## config.mk

```make
export PLATFORM = sky130hd
export DESIGN_NAME = mesh_ring_stop
export DESIGN_NICKNAME = d
export VERILOG_FILES = /design/src/rtl/mesh_ring_pkg.sv /design/src/rtl/mrs_link_route.sv /design/src/rtl/mrs_inject_fifo.sv /design/src/rtl/mrs_link_reg.sv /design/src/rtl/mesh_ring_stop.sv
export SDC_FILE = /design/constraint.sdc
export NUM_CORES = 1
export LEC_CHECK = 0
export BUFFER_PORTS_ARGS = -buffer_cell sky130_fd_sc_hd__clkbuf_2
export CAP_MARGIN = 20
export CORE_AREA = 2 2 106 108
export DETAILED_ROUTE_END_ITERATION = 7
export DIE_AREA = 0 0 108 110
export HOLD_SLACK_MARGIN = 0.12
export PLACE_DENSITY = 0.71
export SYNTH_ARGS = -nofsm -noshare
export SYNTH_HDL_FRONTEND = slang
export SYNTH_SLANG_ARGS = --single-unit
```

## constraint.sdc

```tcl
create_clock -name clk -period 3.15 [get_ports clk]
set_input_delay 0.4725 -clock clk [delete_from_list [all_inputs] [get_ports clk]]
set_output_delay 0.4725 -clock clk [all_outputs]
set_load 0.05 [all_outputs]
```

## src/rtl/mesh_ring_pkg.sv

```systemverilog
package mesh_ring_pkg;

  localparam int NDIR = 4;

  // Link directions. Bit 0 selects the sense, bit 1 selects the ring.
  typedef enum logic [1:0] {
    DIR_ROW_UP   = 2'd0,  // toward higher rows
    DIR_ROW_DOWN = 2'd1,  // toward lower rows
    DIR_COL_UP   = 2'd2,  // toward higher columns
    DIR_COL_DOWN = 2'd3   // toward lower columns
  } dir_e;

  function automatic int coord_width(input int n);
    return (n > 1) ? $clog2(n) : 1;
  endfunction

endpackage

```

## src/rtl/mrs_link_route.sv

```systemverilog
module mrs_link_route
  import mesh_ring_pkg::*;
#(
  parameter int ROWS   = 4,
  parameter int COLS   = 4,
  parameter int MY_ROW = 1,
  parameter int MY_COL = 0,
  parameter int ROW_W  = 2,
  parameter int COL_W  = 2,
  parameter int DIR    = 0
)(
  input  logic             valid,
  input  logic [ROW_W-1:0] dst_row,
  input  logic [COL_W-1:0] dst_col,
  output logic             live,
  output logic             at_dest,
  output logic             turn_req,
  output logic [1:0]       turn_dir,
  output logic [1:0]       cont_dir
);

  localparam logic [ROW_W-1:0] ROW_ME = ROW_W'(MY_ROW);
  localparam logic [COL_W-1:0] COL_ME = COL_W'(MY_COL);
  localparam bit ON_COL_RING = (DIR == 0) || (DIR == 1);

  // Is there a neighbour feeding this link, and one beyond it downstream?
  localparam bit HAS_UPSTREAM =
      (DIR == 0) ? (MY_ROW > 0) :
      (DIR == 1) ? (MY_ROW < ROWS - 1) :
      (DIR == 2) ? (MY_COL > 0) : (MY_COL < COLS - 1);
  localparam bit AT_EDGE =
      (DIR == 0) ? (MY_ROW == ROWS - 1) :
      (DIR == 1) ? (MY_ROW == 0) :
      (DIR == 2) ? (MY_COL == COLS - 1) : (MY_COL == 0);

  logic row_hit, col_hit;

  always_comb begin
    row_hit  = (dst_row == ROW_ME);
    col_hit  = (dst_col == COL_ME);
    live     = valid && HAS_UPSTREAM;
    at_dest  = live && row_hit && col_hit;
    turn_req = live && ON_COL_RING && row_hit && !col_hit;
    turn_dir = (dst_col > COL_ME) ? DIR_COL_UP : DIR_COL_DOWN;
    cont_dir = AT_EDGE ? 2'(DIR ^ 1) : 2'(DIR);
  end

endmodule

```

## src/rtl/mrs_inject_fifo.sv

```systemverilog
module mrs_inject_fifo #(
  parameter int W     = 12,
  parameter int DEPTH = 4,
  localparam int PTR_W = (DEPTH > 1) ? $clog2(DEPTH) : 1,
  localparam int CNT_W = $clog2(DEPTH + 1)
)(
  input  logic             clk,
  input  logic             rst_n,
  input  logic             push,
  input  logic [W-1:0]     push_data,
  input  logic             pop,
  output logic             head_valid,
  output logic [W-1:0]     head,
  output logic [CNT_W-1:0] count
);

  localparam logic [PTR_W-1:0] LAST = PTR_W'(DEPTH - 1);

  logic [W-1:0]     mem [DEPTH];
  logic [PTR_W-1:0] wr_ptr, rd_ptr;

  function automatic logic [PTR_W-1:0] bump(input logic [PTR_W-1:0] p);
    return (p == LAST) ? '0 : p + 1'b1;
  endfunction

  always_ff @(posedge clk) begin
    if (!rst_n) begin
      wr_ptr <= '0;
      rd_ptr <= '0;
      count  <= '0;
    end else begin
      if (push) begin
        mem[wr_ptr] <= push_data;
        wr_ptr      <= bump(wr_ptr);
      end
      if (pop) rd_ptr <= bump(rd_ptr);
      case ({push, pop})
        2'b10:   count <= count + 1'b1;
        2'b01:   count <= count - 1'b1;
        default: count <= count;
      endcase
    end
  end

  assign head_valid = (count != '0);
  assign head       = mem[rd_ptr];

endmodule

```

## src/rtl/mrs_link_reg.sv

```systemverilog
module mrs_link_reg #(
  parameter int W = 12
)(
  input  logic         clk,
  input  logic         rst_n,
  input  logic         en,
  input  logic         d_valid,
  input  logic [W-1:0] d_pkt,
  output logic         q_valid,
  output logic [W-1:0] q_pkt
);

  always_ff @(posedge clk) begin
    if (!rst_n) begin
      q_valid <= 1'b0;
      q_pkt   <= '0;
    end else if (en) begin
      q_valid <= d_valid;
      q_pkt   <= d_pkt;
    end
  end

endmodule

```

## src/rtl/mesh_ring_stop.sv

```systemverilog
module mesh_ring_stop
  import mesh_ring_pkg::*;
#(
  parameter int ROWS       = 4,
  parameter int COLS       = 4,
  parameter int MY_ROW     = 1,
  parameter int MY_COL     = 0,
  parameter int PAY_W      = 8,
  parameter int FIFO_DEPTH = 4,
  localparam int ROW_W = coord_width(ROWS),
  localparam int COL_W = coord_width(COLS),
  localparam int PKT_W = ROW_W + COL_W + PAY_W
)(
  input  logic                       clk,
  input  logic                       rst_n,
  input  logic [NDIR-1:0]            ring_in_valid,
  input  logic [NDIR-1:0][PKT_W-1:0] ring_in_pkt,
  output logic [NDIR-1:0]            ring_out_valid,
  output logic [NDIR-1:0][PKT_W-1:0] ring_out_pkt,
  input  logic                       inj_valid,
  output logic                       inj_ready,
  input  logic [PKT_W-1:0]           inj_pkt,
  output logic                       ej_valid,
  input  logic                       ej_ready,
  output logic [PKT_W-1:0]           ej_pkt
);

  localparam int CNT_W = $clog2(FIFO_DEPTH + 1);
  localparam logic [ROW_W-1:0] ROW_ME = ROW_W'(MY_ROW);
  localparam logic [COL_W-1:0] COL_ME = COL_W'(MY_COL);

  // Per-link routing decisions
  logic [NDIR-1:0]       live, at_dest, turn_req;
  logic [NDIR-1:0][1:0]  turn_dir, cont_dir;

  for (genvar d = 0; d < NDIR; d++) begin : g_route
    mrs_link_route #(
      .ROWS(ROWS), .COLS(COLS), .MY_ROW(MY_ROW), .MY_COL(MY_COL),
      .ROW_W(ROW_W), .COL_W(COL_W), .DIR(d)
    ) u_route (
      .valid    (ring_in_valid[d]),
      .dst_row  (ring_in_pkt[d][PKT_W-1 -: ROW_W]),
      .dst_col  (ring_in_pkt[d][PAY_W +: COL_W]),
      .live     (live[d]),
      .at_dest  (at_dest[d]),
      .turn_req (turn_req[d]),
      .turn_dir (turn_dir[d]),
      .cont_dir (cont_dir[d])
    );
  end

  // Inject FIFO
  logic             fifo_push, inj_pop, head_valid;
  logic [PKT_W-1:0] head;
  logic [CNT_W-1:0] fifo_count;

  assign inj_ready = (fifo_count != CNT_W'(FIFO_DEPTH));
  assign fifo_push = inj_valid && inj_ready;

  mrs_inject_fifo #(.W(PKT_W), .DEPTH(FIFO_DEPTH)) u_fifo (
    .clk        (clk),
    .rst_n      (rst_n),
    .push       (fifo_push),
    .push_data  (inj_pkt),
    .pop        (inj_pop),
    .head_valid (head_valid),
    .head       (head),
    .count      (fifo_count)
  );

  // Slot allocation: eject, row-ring traffic, column ring with turns, then injection
  logic                       ej_slot_free, ej_sel_valid, head_self;
  logic [PKT_W-1:0]           ej_sel_pkt;
  logic [NDIR-1:0]            ej_take, occ;
  logic [NDIR-1:0][PKT_W-1:0] nxt_pkt;
  logic [1:0]                 head_dir;
  logic [ROW_W-1:0]           head_row;
  logic [COL_W-1:0]           head_col;

  always_comb begin
    ej_slot_free = !ej_valid || ej_ready;
    ej_sel_valid = 1'b0;
    ej_sel_pkt   = '0;
    ej_take      = '0;
    occ          = '0;
    nxt_pkt      = '0;
    inj_pop      = 1'b0;

    head_row  = head[PKT_W-1 -: ROW_W];
    head_col  = head[PAY_W +: COL_W];
    head_self = head_valid && (head_row == ROW_ME) && (head_col == COL_ME);
    if (head_row != ROW_ME)
      head_dir = (head_row > ROW_ME) ? DIR_ROW_UP : DIR_ROW_DOWN;
    else
      head_dir = (head_col > COL_ME) ? DIR_COL_UP : DIR_COL_DOWN;

    // Eject: ring links in index order, then a self-addressed FIFO head
    for (int d = 0; d < NDIR; d++) begin
      if (ej_slot_free && !ej_sel_valid && at_dest[d]) begin
        ej_sel_valid = 1'b1;
        ej_sel_pkt   = ring_in_pkt[d];
        ej_take[d]   = 1'b1;
      end
    end
    if (ej_slot_free && !ej_sel_valid && head_self) begin
      ej_sel_valid = 1'b1;
      ej_sel_pkt   = head;
      inj_pop      = 1'b1;
    end

    // Row-ring traffic keeps its slot (continue or fold back)
    for (int d = 2; d < NDIR; d++) begin
      if (live[d] && !ej_take[d]) begin
        occ[cont_dir[d]]     = 1'b1;
        nxt_pkt[cont_dir[d]] = ring_in_pkt[d];
      end
    end

    // Column-ring traffic: turn into a free row slot, otherwise keep going
    for (int d = 0; d < 2; d++) begin
      if (live[d] && !ej_take[d]) begin
        if (turn_req[d] && !occ[turn_dir[d]]) begin
          occ[turn_dir[d]]     = 1'b1;
          nxt_pkt[turn_dir[d]] = ring_in_pkt[d];
        end else begin
          occ[cont_dir[d]]     = 1'b1;
          nxt_pkt[cont_dir[d]] = ring_in_pkt[d];
        end
      end
    end

    // Local injection waits for a gap
    if (head_valid && !head_self && !occ[head_dir]) begin
      occ[head_dir]     = 1'b1;
      nxt_pkt[head_dir] = head;
      inj_pop           = 1'b1;
    end
  end

  // Output registers
  for (genvar d = 0; d < NDIR; d++) begin : g_out
    mrs_link_reg #(.W(PKT_W)) u_link (
      .clk     (clk),
      .rst_n   (rst_n),
      .en      (1'b1),
      .d_valid (occ[d]),
      .d_pkt   (nxt_pkt[d]),
      .q_valid (ring_out_valid[d]),
      .q_pkt   (ring_out_pkt[d])
    );
  end

  mrs_link_reg #(.W(PKT_W)) u_eject (
    .clk     (clk),
    .rst_n   (rst_n),
    .en      (ej_slot_free),
    .d_valid (ej_sel_valid),
    .d_pkt   (ej_sel_pkt),
    .q_valid (ej_valid),
    .q_pkt   (ej_pkt)
  );

endmodule

```

# Word level (Yosys, flattened, before mapping)
# Memory sizes are Yosys's and may differ from the RTL's. A register that Yosys moved wholly into a read port is not among the register bits.
# Cells that the tools add are included.
# totals
wordCells	146
output_inout_bits	66
ff_bits	72
memories	1
ramBits	48
# op_classes
reduce_logical	47
n_addsub	4
eq_ne	10
bitwise_logic	3
order_cmp	10
n_mux	58
# memory_table
memory	words	width	rd	rd_ports_with_merged_regs	wr	line_no	rtl
u_fifo.mem	4	12	1	1	1	mrs_inject_fifo.sv:19	logic [W-1:0] mem [DEPTH];
# ops
operator	count
$mux 48	5
$bwmux 48	3
$mux 12	7
$demux 12 s2	3
$mux 36	1
$logic_and 1x1->1	28
$mux 1	21
$mux 4	5
$logic_not 1->1	12
$or 4x4->4	3
$eq 2x1->1 const B	5
$mux 2	5
$lt 2x3->1 const B	3
$gt 2x1->1 const B	4
$logic_not 2->1	4
$bmux 1 s2	3
$demux 1 s2	3
$eq 2x2->1 const B	3
$ge 2x1->1 const B	3
$pmux 3 s2	1
$add 2x1->2 const B	2
$add 3x1->3 const B	1
$mux 3	1
$ne 3x3->1 const B	1
5 further kinds	5

# Longest topological paths before layout
# logic_depth
ltp_word	35
ltp_mapped	13

# Modules after synthesis
# Synthesis repeated with hierarchy kept, for this count alone.
# hier_totals
hier_cells	756
hier_area_um2	7723.7
# by_module_without_submodules
module	cells_each	area_per_inst_um2	instances	seq_area_each_um2
mesh_ring_stop	403	2736.4	1	0.0
mrs_link_reg	42	506.7	5	260.2
mrs_inject_fifo	105	2185.8	1	1621.6
mrs_link_route at g_route[0].u_route ...	10	75.1	2	0.0
mrs_link_route at g_route[3].u_route	9	61.3	1	0.0
mrs_link_route at g_route[2].u_route	9	56.3	1	0.0

# Least setup slack after synthesis
# Ideal clock, no wire load.
# synth_timing
path_type	input port to flip-flop
from	input ring_in_pkt[9] (netlist name)
to	register u_fifo.count[2]
path_buffers	0
path_stages	12
t_arrival_ns	2.987
path_slack_ns	0.087
required_ns	3.074
cell_sequence	or2_2 > nor2_1 > a21oi_1 > a31oi_1 > o21a_1 > a21o_1 > ha_1 > inv_1 > fa_1 > xor2_1 > or3_1 > a21boi_0
# synth_via
elab_chain_cells	34
elab_cells_between_ends	56
# synth_rtl
element	line_no	rtl
from (decl)	mesh_ring_stop.sv:17	input logic [NDIR-1:0][PKT_W-1:0] ring_in_pkt,
$logic_not 2->1	mrs_link_route.sv:40	col_hit = (dst_col == COL_ME);
$logic_and 1x1->1	mrs_link_route.sv:42	at_dest = live && row_hit && col_hit;
$logic_and 1x1->1	mesh_ring_stop.sv:99	if (ej_slot_free && !ej_sel_valid && at_dest[d]) begin
$mux 1	mesh_ring_stop.sv:99	
$logic_not 1->1	mesh_ring_stop.sv:99, mesh_ring_stop.sv:121	
$logic_and 1x1->1 (2 in a row)	mesh_ring_stop.sv:99	
$mux 1	mesh_ring_stop.sv:99	
$logic_not 1->1	mesh_ring_stop.sv:99	
(+17 left out)	-	
$mux 4	mesh_ring_stop.sv:121	if (live[d] && !ej_take[d]) begin
$bmux 1 s2	mesh_ring_stop.sv:133	if (head_valid && !head_self && !occ[head_dir]) begin
$mux 1 (implied by the code)	mesh_ring_stop.sv:133	
$logic_not 1->1	mesh_ring_stop.sv:133	
$logic_and 1x1->1	mesh_ring_stop.sv:133	
$mux 1 (*)	mesh_ring_stop.sv:133	
$eq 2x1->1 or $eq 2x2->1 (tied branches)	mrs_inject_fifo.sv:37	case ({push, pop})
$pmux 3 s2 or $reduce_bool 2->1 (tied branches)	-	
to (signal assigned)	mrs_inject_fifo.sv:38	2'b10: count <= count + 1'b1;
to (signal assigned)	mrs_inject_fifo.sv:39	2'b01: count <= count - 1'b1;
to (signal assigned)	mrs_inject_fifo.sv:40	default: count <= count;
to (decl)	mrs_inject_fifo.sv:14	output logic [CNT_W-1:0] count
# Mark *: on every way between the ends. The rest lies on a longest branch, timed or not. The select of a mux whose other input is x is not followed.
# A chain may end at the register's enable or synchronous reset.

==> out/metrics.cfg <==
[grt]
grt_use_met1_pct=25.8
grt-busiest-layer=met2
grt_max_degree=36
grt_util_all_layers_pct=21.0
grt_pass1_vias=3781
antenna_found_initial=0
grt_pass1_wl_mm=18.8
grt-ovfl-total=0
grt_use_met2_pct=34.4
met3_usage_pct=7.47

[sta]
slew_headroom_pct=55.5
slew_viol_final=0
max_freq_mhz=340
worst_pin_slew_ns=0.667
fin_tns_setup_ns=0
fin_crit_sh_pct=93.3
period_minus_slack_ns=2.94
finalClockSkew_ns=0.0118
hold_viol=0
finalSetupViolCount=0
setup_ws_ns=0.212
rsz0062_at_grt=false

[route]
drt_first_pass_iters=6
routedWlPerCell_um=16.8
ant_nets=0
vias=3897
wl_mm=11.9
drc=0
via_per_inst=5.51
initialDrtViolationCount=266

[synthesis]
synthAdderAreaFrac_pct=1.92
syn-mean-instance-area_sq_um=11.9
async_reset_ff_share_pct=0
synth_warnings=0
syn_area_sq_um=4950
synth-simple-area-share_pct=14.3
ys.flop_type=dfxtp_1
synth_area_leaders=dfxtp_1 (30%), edfxtp_1 (29%), mux4_2 (5.5%)
yosysMostFrequentCell=dfxtp_1
synthCells=414
synthMuxAreaShare_pct=5.46
synth_top_family_by_area=compound AO/OA/AOI/OAI gates
synth_largest_area_cell=dfxtp_1
synth_xor_area_share_pct=0.354
synthTopCellsByCount=dfxtp_1 (74), edfxtp_1 (48), nand2_1 (36), nand3_1 (24), a21boi_0 (23)
synth_seq_cells=122
yosysTopAreaCellShare_pct=30.0
synth_edf_count=48
synth_compound_area_share_pct=15.1
ys_types=54
synth_seq_area_share_pct=59.1

[floorplanning]
start_util_pct=46.2
num_rows=38
ioPinCount=134
die-height_um=110
coreArea_sq_um=10700
die_area_sq_um=11900
die_w_um=108

[cells_and_area]
num_antenna_cells=0
fill_cells=865
syn2layout_area_growth_pct=28.8
multi_input_area_sq_um=1900
nets=629
final-seq-area_sq_um=2920
drive_gt1_share_pct=33.9
stdcell_count=707

[clock_tree]
path_clk_slew_ns=0.06
root_buffer=clkbuf_8
cts_hold_buf=0
insertion_delay_ns=0.53
cts_buffers=17
cts_tree=done
cts_buffer_depth=2
cts.sinks=122
h-tree-depth=4

[hold_path]
hp-class=in2reg
whs_endpoint=u_fifo.mem[0][6]
worstHoldStart=inj_pkt[6]
hold_path_depth=1

[worst_setup_path]
critPathKind=reg2reg
end_kind=flop
r2r-end=u_fifo.count[2]
cp_max_fo=6
reg2reg_slack_ns=0.21
rr_worst_depth=11
crit_required_ns=3.59
start_kind=flop
crit_arrival_ns=3.38

[place]
pre_cts_ws_ns=0.000243
dp_cells=675
routabilityCongestion=0.890
io_buffers=120
dpl.hpwl_mm=8.40

[power]
p_per_area_nw_per_um2=819
p_leak_nw=2.60
ir_worst_vdd_v=0.000447

[status]
outcome=completed

[flow_run]
cap_viol_max_count=0

## worst max-delay path by stage
stage | from | end | slack [ns] | cells after the start
global placement | flop | u_fifo.count[2] | 0.1 | 11
floorplan | ring_in_pkt[9] | u_fifo.count[2] | 0.09 | 12
global route | flop | u_fifo.count[2] | 0.01 | 11
finish | flop | u_fifo.count[2] | 0.21 | 11
detailed placement | ring_in_pkt[23] | u_fifo.count[2] | 0.0002 | 13
CTS | flop | u_fifo.count[2] | 0.06 | 11
## cells in the final DEF, fill, tap and decap left out, drive strengths merged, types with 2 or more instances in the layout
cell	Yosys	layout
and2	6	6
mux4	12	12
a221oi	10	10
a31oi	10	10
buf	14	18
o2111ai	2	2
edfxtp	48	48
nand2b	2	2
nor3	3	3
and3	12	12
clkbuf	15	137
nand3b	3	3
a41oi	2	2
nor3b	3	3
nand2	36	36
o311ai	2	2
a222oi	8	8
nor2	20	20
o21ai	12	12
clkinvlp	0	3
a22oi	11	11
nor2b	14	14
nand3	24	24
or2	4	4
dfxtp	74	74
a21boi	23	23
o32a	2	2
a21oi	4	4
ha	6	6
inv	9	15
o21a	7	7
or3	2	2
clkinv	0	3
conb	1	13
bufinv	0	3
## critical path: stages (launching register included)
cell and delay [ns]:
dfxtp_2 0.44, mux4_2 0.58, nand3b_4 0.18, nand4b_4 0.20, nor2_2 0.12, a21o_1 0.10
ha_1 0.18, inv_1 0.06, fa_1 0.37, xor2_1 0.16, or3_1 0.30, a21boi_0 0.17
## cells by family (layout without fill, tap and decap cells)
family,after synthesis,after routing
compound gates,99,99
xor+xnor,2,2
fa+ha+maj,7,7
buf+inv,38,179
flops,122,122
mux,12,12
other cells,1,13
simple gates,133,133
## state kept, by name, summed over array words and instances (netlist names), named ones only
name                  flops
g_out.u_link.q_pkt       48
g_out.u_link.q_valid      4
u_eject.q_pkt            12
u_eject.q_valid           1
u_fifo.count              3
u_fifo.mem               48
u_fifo.rd_ptr             2
u_fifo.wr_ptr             2
## stage by stage
step | area, sq um | total power, mW | hold WS, ns | util (%)
floorplan | 4990 | 2.90 | 0.476 | -
global placement | 5760 | 3.22 | 0.448 | 53.9
detailed placement | 5760 | 3.26 | 0.460 | 53.9
CTS | 6360 | 5.24 | 0.150 | 59.5
global route | 6370 | 5.46 | 0.155 | 59.5
finish | 6370 | 5.22 | 0.169 | 59.5
## layer usage
| metal | vias up | part of all wire (%) |
|---|---|---|
| met5 | - | 0 |
| met4 | 0 | 2.0 |
| met3 | 24 | 9.1 |
| met2 | 237 | 48 |
| met1 | 1815 | 41 |
| li1 | 1821 | - |
## report_power, final
part           switching [mW]  internal, mW
clock                   0.750          1.22
combinational           0.862         0.498
sequential             0.0910          1.80
total                    1.70          3.52
## timing repair
item | CTS | global route
setup endpoints to repair | 1 | 2
setup buffers | 0 | 0
gates resized for setup | 1 | 2
## layout make-up
class | count | area share [%]
inverter | 9 | 0.530
timing repair buffer | 138 | 11.5
clock inverter | 15 | 2.97
sequential | 122 | 45.9
multi-input combinational | 266 | 29.8
clock buffer | 17 | 6.50
tap | 140 | 2.75
(Power assumes the default switching activity.)
